--- config.mk ---
export PLATFORM = sky130hd
export DESIGN_NAME = evt_irq_regs
export DESIGN_NICKNAME = d
export VERILOG_FILES = /design/src/rtl/evt_irq_pkg.sv /design/src/rtl/evt_irq_sticky.sv /design/src/rtl/evt_irq_mask.sv /design/src/rtl/evt_irq_regs.sv
export SDC_FILE = /design/constraint.sdc
export NUM_CORES = 1
export LEC_CHECK = 0
export BUFFER_PORTS_ARGS = -buffer_cell sky130_fd_sc_hd__buf_2
export CAP_MARGIN = 20
export CORE_MARGIN = 2
export CORE_UTILIZATION = 30
export CTS_CLUSTER_SIZE = 40
export DETAILED_ROUTE_END_ITERATION = 7
export GPL_TIMING_DRIVEN = 0
export PLACE_DENSITY = 0.64
export SYNTH_ARGS = -nofsm -noshare
export SYNTH_HDL_FRONTEND = slang
export SYNTH_SLANG_ARGS = --single-unit
--- constraint.sdc ---
create_clock -name clk -period 2.7 [get_ports clk]
set_input_delay 0.54 -clock clk [delete_from_list [all_inputs] [get_ports clk]]
set_output_delay 0.54 -clock clk [all_outputs]
set_load 0.02 [all_outputs]
--- src/rtl/evt_irq_pkg.sv ---
package evt_irq_pkg;
   // word offsets of the register port
   localparam int unsigned ADDR_W = 2;
   typedef enum logic [ADDR_W-1:0] {
      REG_STAT  = 2'd0,
      REG_MASKV = 2'd1,
      REG_ENA   = 2'd2,
      REG_DIS   = 2'd3
   } reg_sel_e;

   // event bit positions, shared by status and mask
   localparam int unsigned EV_DONE    = 0;
   localparam int unsigned EV_LEVEL   = 1;
   localparam int unsigned EV_NOACK   = 2;
   localparam int unsigned EV_TMO     = 3;
   localparam int unsigned EV_TGT_RDY = 4;
   localparam int unsigned EV_RX_OVF  = 5;
   localparam int unsigned EV_TX_OVF  = 6;
   localparam int unsigned EV_RX_UNF  = 7;
   localparam int unsigned EV_ARB     = 9;
endpackage

--- src/rtl/evt_irq_sticky.sv ---
module evt_irq_sticky #(
   parameter int unsigned W    = 10,
   parameter logic [W-1:0] LIVE = '1
) (
   input  logic         clk,
   input  logic         rst_n,
   input  logic [W-1:0] set_i,
   input  logic [W-1:0] clr_i,
   output logic [W-1:0] stat_o
);
   for (genvar i = 0; i < W; i++) begin : g_bit
      if (LIVE[i]) begin : g_live
         logic q;
         always_ff @(posedge clk or negedge rst_n) begin
            if (!rst_n)        q <= 1'b0;
            else if (set_i[i]) q <= 1'b1;   // set wins over clear
            else if (clr_i[i]) q <= 1'b0;
         end
         assign stat_o[i] = q;
      end else begin : g_rsvd
         assign stat_o[i] = 1'b0;
      end
   end


   evt_sets_chk: assert property (@(posedge clk) disable iff (!rst_n)
      |(set_i & LIVE) |=> ((stat_o & $past(set_i & LIVE)) == $past(set_i & LIVE)));

   no_stray_clr_chk: assert property (@(posedge clk) disable iff (!rst_n)
      1'b1 |=> (($past(stat_o) & ~$past(clr_i) & ~stat_o) == '0));
endmodule

--- src/rtl/evt_irq_mask.sv ---
module evt_irq_mask #(
   parameter int unsigned W    = 10,
   parameter logic [W-1:0] LIVE = '1
) (
   input  logic         clk,
   input  logic         rst_n,
   input  logic [W-1:0] on_i,
   input  logic [W-1:0] off_i,
   output logic [W-1:0] mask_o
);
   for (genvar i = 0; i < W; i++) begin : g_bit
      if (LIVE[i]) begin : g_live
         logic q;
         always_ff @(posedge clk or negedge rst_n) begin
            if (!rst_n)        q <= 1'b0;
            else if (off_i[i]) q <= 1'b0;
            else if (on_i[i])  q <= 1'b1;
         end
         assign mask_o[i] = q;
      end else begin : g_rsvd
         assign mask_o[i] = 1'b0;
      end
   end


   mask_on_chk: assert property (@(posedge clk) disable iff (!rst_n)
      (|(on_i & LIVE) && off_i == '0) |=> ((mask_o & $past(on_i & LIVE)) == $past(on_i & LIVE)));

   mask_off_chk: assert property (@(posedge clk) disable iff (!rst_n)
      |off_i |=> ((mask_o & $past(off_i)) == '0));

   mask_hold_chk: assert property (@(posedge clk) disable iff (!rst_n)
      (on_i == '0 && off_i == '0) |=> $stable(mask_o));
endmodule

--- src/rtl/evt_irq_regs.sv ---
module evt_irq_regs
   import evt_irq_pkg::*;
#(
   parameter int unsigned EVT_W    = 10,
   parameter int unsigned DW       = 32,
   parameter logic [EVT_W-1:0] LIVE     = 10'h2FF,
   parameter logic [EVT_W-1:0] ERR_SET  = 10'h2E4
) (
   input  logic              clk,
   input  logic              rst_n,
   input  logic [EVT_W-1:0]  evt_i,
   input  logic              bus_wr,
   input  logic [ADDR_W-1:0] bus_addr,
   input  logic [DW-1:0]     bus_wdata,
   output logic [DW-1:0]     bus_rdata,
   output logic              irq,
   output logic              err_any
);
   localparam int unsigned PAD_W = DW - EVT_W;

   if (EVT_W >= DW) begin : g_bad_width
      $error("evt_irq_regs: DW must exceed EVT_W");
   end
   if ((ERR_SET & ~LIVE) != '0) begin : g_bad_err
      $error("evt_irq_regs: error class names a reserved bit");
   end

   reg_sel_e         sel;
   logic [EVT_W-1:0] wbits, stat_clr, mask_on, mask_off;
   logic [EVT_W-1:0] stat, mask, rd_sel;

   assign sel      = reg_sel_e'(bus_addr);
   assign wbits    = bus_wdata[EVT_W-1:0];
   assign stat_clr = (bus_wr && sel == REG_STAT) ? wbits : '0;
   assign mask_on  = (bus_wr && sel == REG_ENA)  ? wbits : '0;
   assign mask_off = (bus_wr && sel == REG_DIS)  ? wbits : '0;

   evt_irq_sticky #(.W(EVT_W), .LIVE(LIVE)) u_sticky (
      .clk(clk), .rst_n(rst_n), .set_i(evt_i), .clr_i(stat_clr), .stat_o(stat)
   );

   evt_irq_mask #(.W(EVT_W), .LIVE(LIVE)) u_mask (
      .clk(clk), .rst_n(rst_n), .on_i(mask_on), .off_i(mask_off), .mask_o(mask)
   );

   always_comb begin
      unique case (sel)
         REG_STAT:  rd_sel = stat;
         REG_MASKV: rd_sel = mask;
         default:   rd_sel = '0;   // write-only strobes
      endcase
   end
   assign bus_rdata = {{PAD_W{1'b0}}, rd_sel};

   always_ff @(posedge clk or negedge rst_n) begin
      if (!rst_n) irq <= 1'b0;
      else        irq <= |(stat & mask);
   end

   assign err_any = |(stat & ERR_SET);


   irq_lag_chk: assert property (@(posedge clk) disable iff (!rst_n)
      1'b1 |=> (irq == $past(|(stat & mask))));

   rsvd_zero_chk: assert property (@(posedge clk) disable iff (!rst_n)
      ((stat | mask) & ~LIVE) == '0);

   pad_zero_chk: assert property (@(posedge clk) disable iff (!rst_n)
      bus_rdata[DW-1:EVT_W] == '0);

   set_wins_chk: assert property (@(posedge clk) disable iff (!rst_n)
      |(evt_i & stat_clr & LIVE) |=> ((stat & $past(evt_i & stat_clr & LIVE)) != '0));
endmodule

==> results.sh <==
export IMPL_antenna_found_initial=0
export IMPL_synth_top_family_by_area="buffers and inverters"
export IMPL_antenna_left=0
export IMPL_post_dp_cell_area_um2=1400
export IMPL_drc=0
export IMPL_synth_adder_area_share_pct=0
export IMPL_via_per_inst=4.22
export IMPL_p_leak_uw=0.000707
export IMPL_core_area_um2=3420
export IMPL_grt_usage_pct=13.0
export IMPL_r2r_slack_ns=1.54
export IMPL_synth_compound_area_share_pct=18.0
export IMPL_antenna_cells=0
export IMPL_post_place_ws_ns=0.800
export IMPL_cts_resized=0
export IMPL_reg2reg_from="u_sticky.g_bit[7].g_live.q"
export IMPL_dr_pass1_iters=5
export IMPL_fin_crit_sh_pct=70.5
export IMPL_nets=219
export IMPL_status="finished, final reports clean"
export IMPL_period_needed_ns=1.90
export IMPL_wirelength_mm=2.55
export IMPL_p_per_area_nw_per_um2=467
export IMPL_path_class="input pin to primary output"
export IMPL_core_rowCount=21
export IMPL_cts_htree_levels=1
export IMPL_numCtsBuffers=3
export IMPL_clock_sinks=19
export IMPL_met2_usage_pct=22.8
export IMPL_synth_xor_area_share_pct=0
export IMPL_avgSynthCellArea_um2=9.72
export IMPL_area_delta_synth_final_pct=29.7
export IMPL_seq_area_frac_synth_pct=43.3
export IMPL_critical_path_max_fanout=10
export IMPL_cp_data_arrival_time_ns=1.36
export IMPL_finalSetupViolCount=0
export IMPL_cts_tree="built"
export IMPL_cts_max_path_buffers=2
export IMPL_grt_overflow=0
export IMPL_wl_per_cell_um=11.7
export IMPL_clk_latency_ns=0.30
export IMPL_die_h_um=64.5
export IMPL_fin_ws_ns=0.797
export IMPL_rsz0062_at_grt="false"
export IMPL_end_kind="primary output"
export IMPL_use_met1_pct=15.7
export IMPL_synth_cell_type_count=20
export IMPL_grt_pass1_vias=885
export IMPL_grt_use_met3_pct=4.34
export IMPL_start_kind="input pin"
export IMPL_dp_cells=213
export IMPL_busiest_layer="met2"
export IMPL_tns_ns=0
export IMPL_dieArea_um2=4160
export IMPL_r2r_end="irq"
export IMPL_hold_viol_final=0
export IMPL_final_design_area_no_fill_um2=1430
export IMPL_synth_mux_area_share_pct=8.20
export IMPL_cts_root_buf="clkbuf_4"
export IMPL_yosys_area_share_simple_pct=10.8
export IMPL_vdd_drop_max_uv=243
export IMPL_reg2reg_depth=2
export IMPL_port_buffer_count=32
export IMPL_finalMaxSlewViolations=0
export IMPL_cp_required_ns=2.16
export IMPL_die_x_um=64.5
export IMPL_grt_max_degree=20
export IMPL_postCtsSetupRepairBufs=0
export IMPL_io_pins=81
export IMPL_syn_inst=113
export IMPL_dp_hpwl_mm=1.96
export IMPL_vias=915
export IMPL_fmax_ghz=0.526
export IMPL_start_util_pct=32.2
export IMPL_holdBufCountCts=0
export IMPL_yosysWarnings=0
export IMPL_drt_iter0_markers=42
export IMPL_stdcell_count=217
export IMPL_netlist_area_um2=1100
export IMPL_cts_clk_slew_worst_paths_ns=0.11
export IMPL_place_gp_congestion=0.782
export IMPL_cap_viol_max_count=0
export IMPL_drive_gt1_share_pct=37.4
export IMPL_ys_ff_latch=19
export IMPL_grt_pass1_wl_mm=4.22
export IMPL_skew_ns=0.00955
export IMPL_hold_class="input pin to asynchronous set/reset pin"
[flip-flops by register name (all words and copies together) (netlist names)]
name / flops
irq: 1
u_mask.g_bit.g_live.q: 9
u_sticky.g_bit.g_live.q: 9
[through the flow]
| stage | utilization, % | hold WS, ns | power, µW |
|---|---|---|---|
| 6_report | 41.7 | 0.170 | 665 |
| 5_1_grt | 41.7 | 0.183 | 708 |
| 4_1_cts | 41.7 | 0.178 | 670 |
| 3_5_place_dp | 41.0 | 0.498 | 527 |
| 3_3_place_gp | 41.0 | 0.495 | 521 |
| 2_1_floorplan | - | 0.244 | 470 |
[layer usage]
metal	vias up	share of wire, %
li1	466	-
met1	403	42
met2	44	48
met3	2	9.1
met4	0	0.47
met5	-	0
[how the worst max path moves through the flow]
stage,start,end,slack [ns],depth (start not counted)
floorplan,bus_addr[0],bus_rdata[0],0.92,4
global placement,bus_addr[0],bus_rdata[0],0.79,5
detailed placement,bus_addr[0],bus_rdata[0],0.80,5
CTS,bus_addr[0],bus_rdata[0],0.79,5
global route,bus_addr[0],bus_rdata[0],0.73,5
finish,bus_addr[0],bus_rdata[0],0.80,5
[logic make-up (layout without fill, tap and decap cells)]
logic type / count (synthesis) / in the layout
compound gates: 30 / 30
buf+inv: 28 / 64
flops: 19 / 19
mux: 9 / 9
other cells: 1 / 23
simple gates: 26 / 26
[critical path, stage by stage]
cell and delay, ns:
buf_6 0.15, buf_2 0.25, mux2i_1 0.22, nor2_1 0.05, buf_2 0.16
[cells in the mapped netlist]
cell type  count  area (µm²)
a21oi_1        8        40.0
mux2i_1        9        90.1
nor2_1        10        37.5
dfrtp_1       19         475
a221oi_1       1        8.76
a31oi_1        8        50.1
and2_1         1        6.26
a22oi_1        1        7.51
a22o_1         1        8.76
o21ai_1        1        5.00
buf_4         24         180
nand2_1       11        41.3
nor3b_4        1        18.8
conb_1         1        3.75
a222oi_1       1        10.0
a21o_1         9        67.6
buf_6          2        22.5
nand3_1        2        10.0
nor3_1         1        5.00
buf_2          2        10.0
[layout make-up]
type                       count  area, µm²
fill                         355       1990
sequential                    19        475
multi-input combinational     88        493
clock buffer                   4       26.3
buffer                        28        213
timing repair buffer          32        160
tap                           46       57.6
[layout by cell type (no fill, tap or decap), drive strengths merged, types with 2 or more instances in the layout]
cell type and n:
a21o 9, conb 23, nand3 2, dfrtp 19, nand2 11, clkbuf 4, a31oi 8, buf 60
mux2i 9, nor2 10, a21oi 8
[where the power goes]
group / internal, µW / total [µW] / switching (µW)
clock: 57.5 / 144 / 86.1
sequential: 312 / 335 / 23.4
combinational: 80.4 / 187 / 106
total: 450 / 665 / 216
No activity file was read; power rests on OpenSTA's default activity.
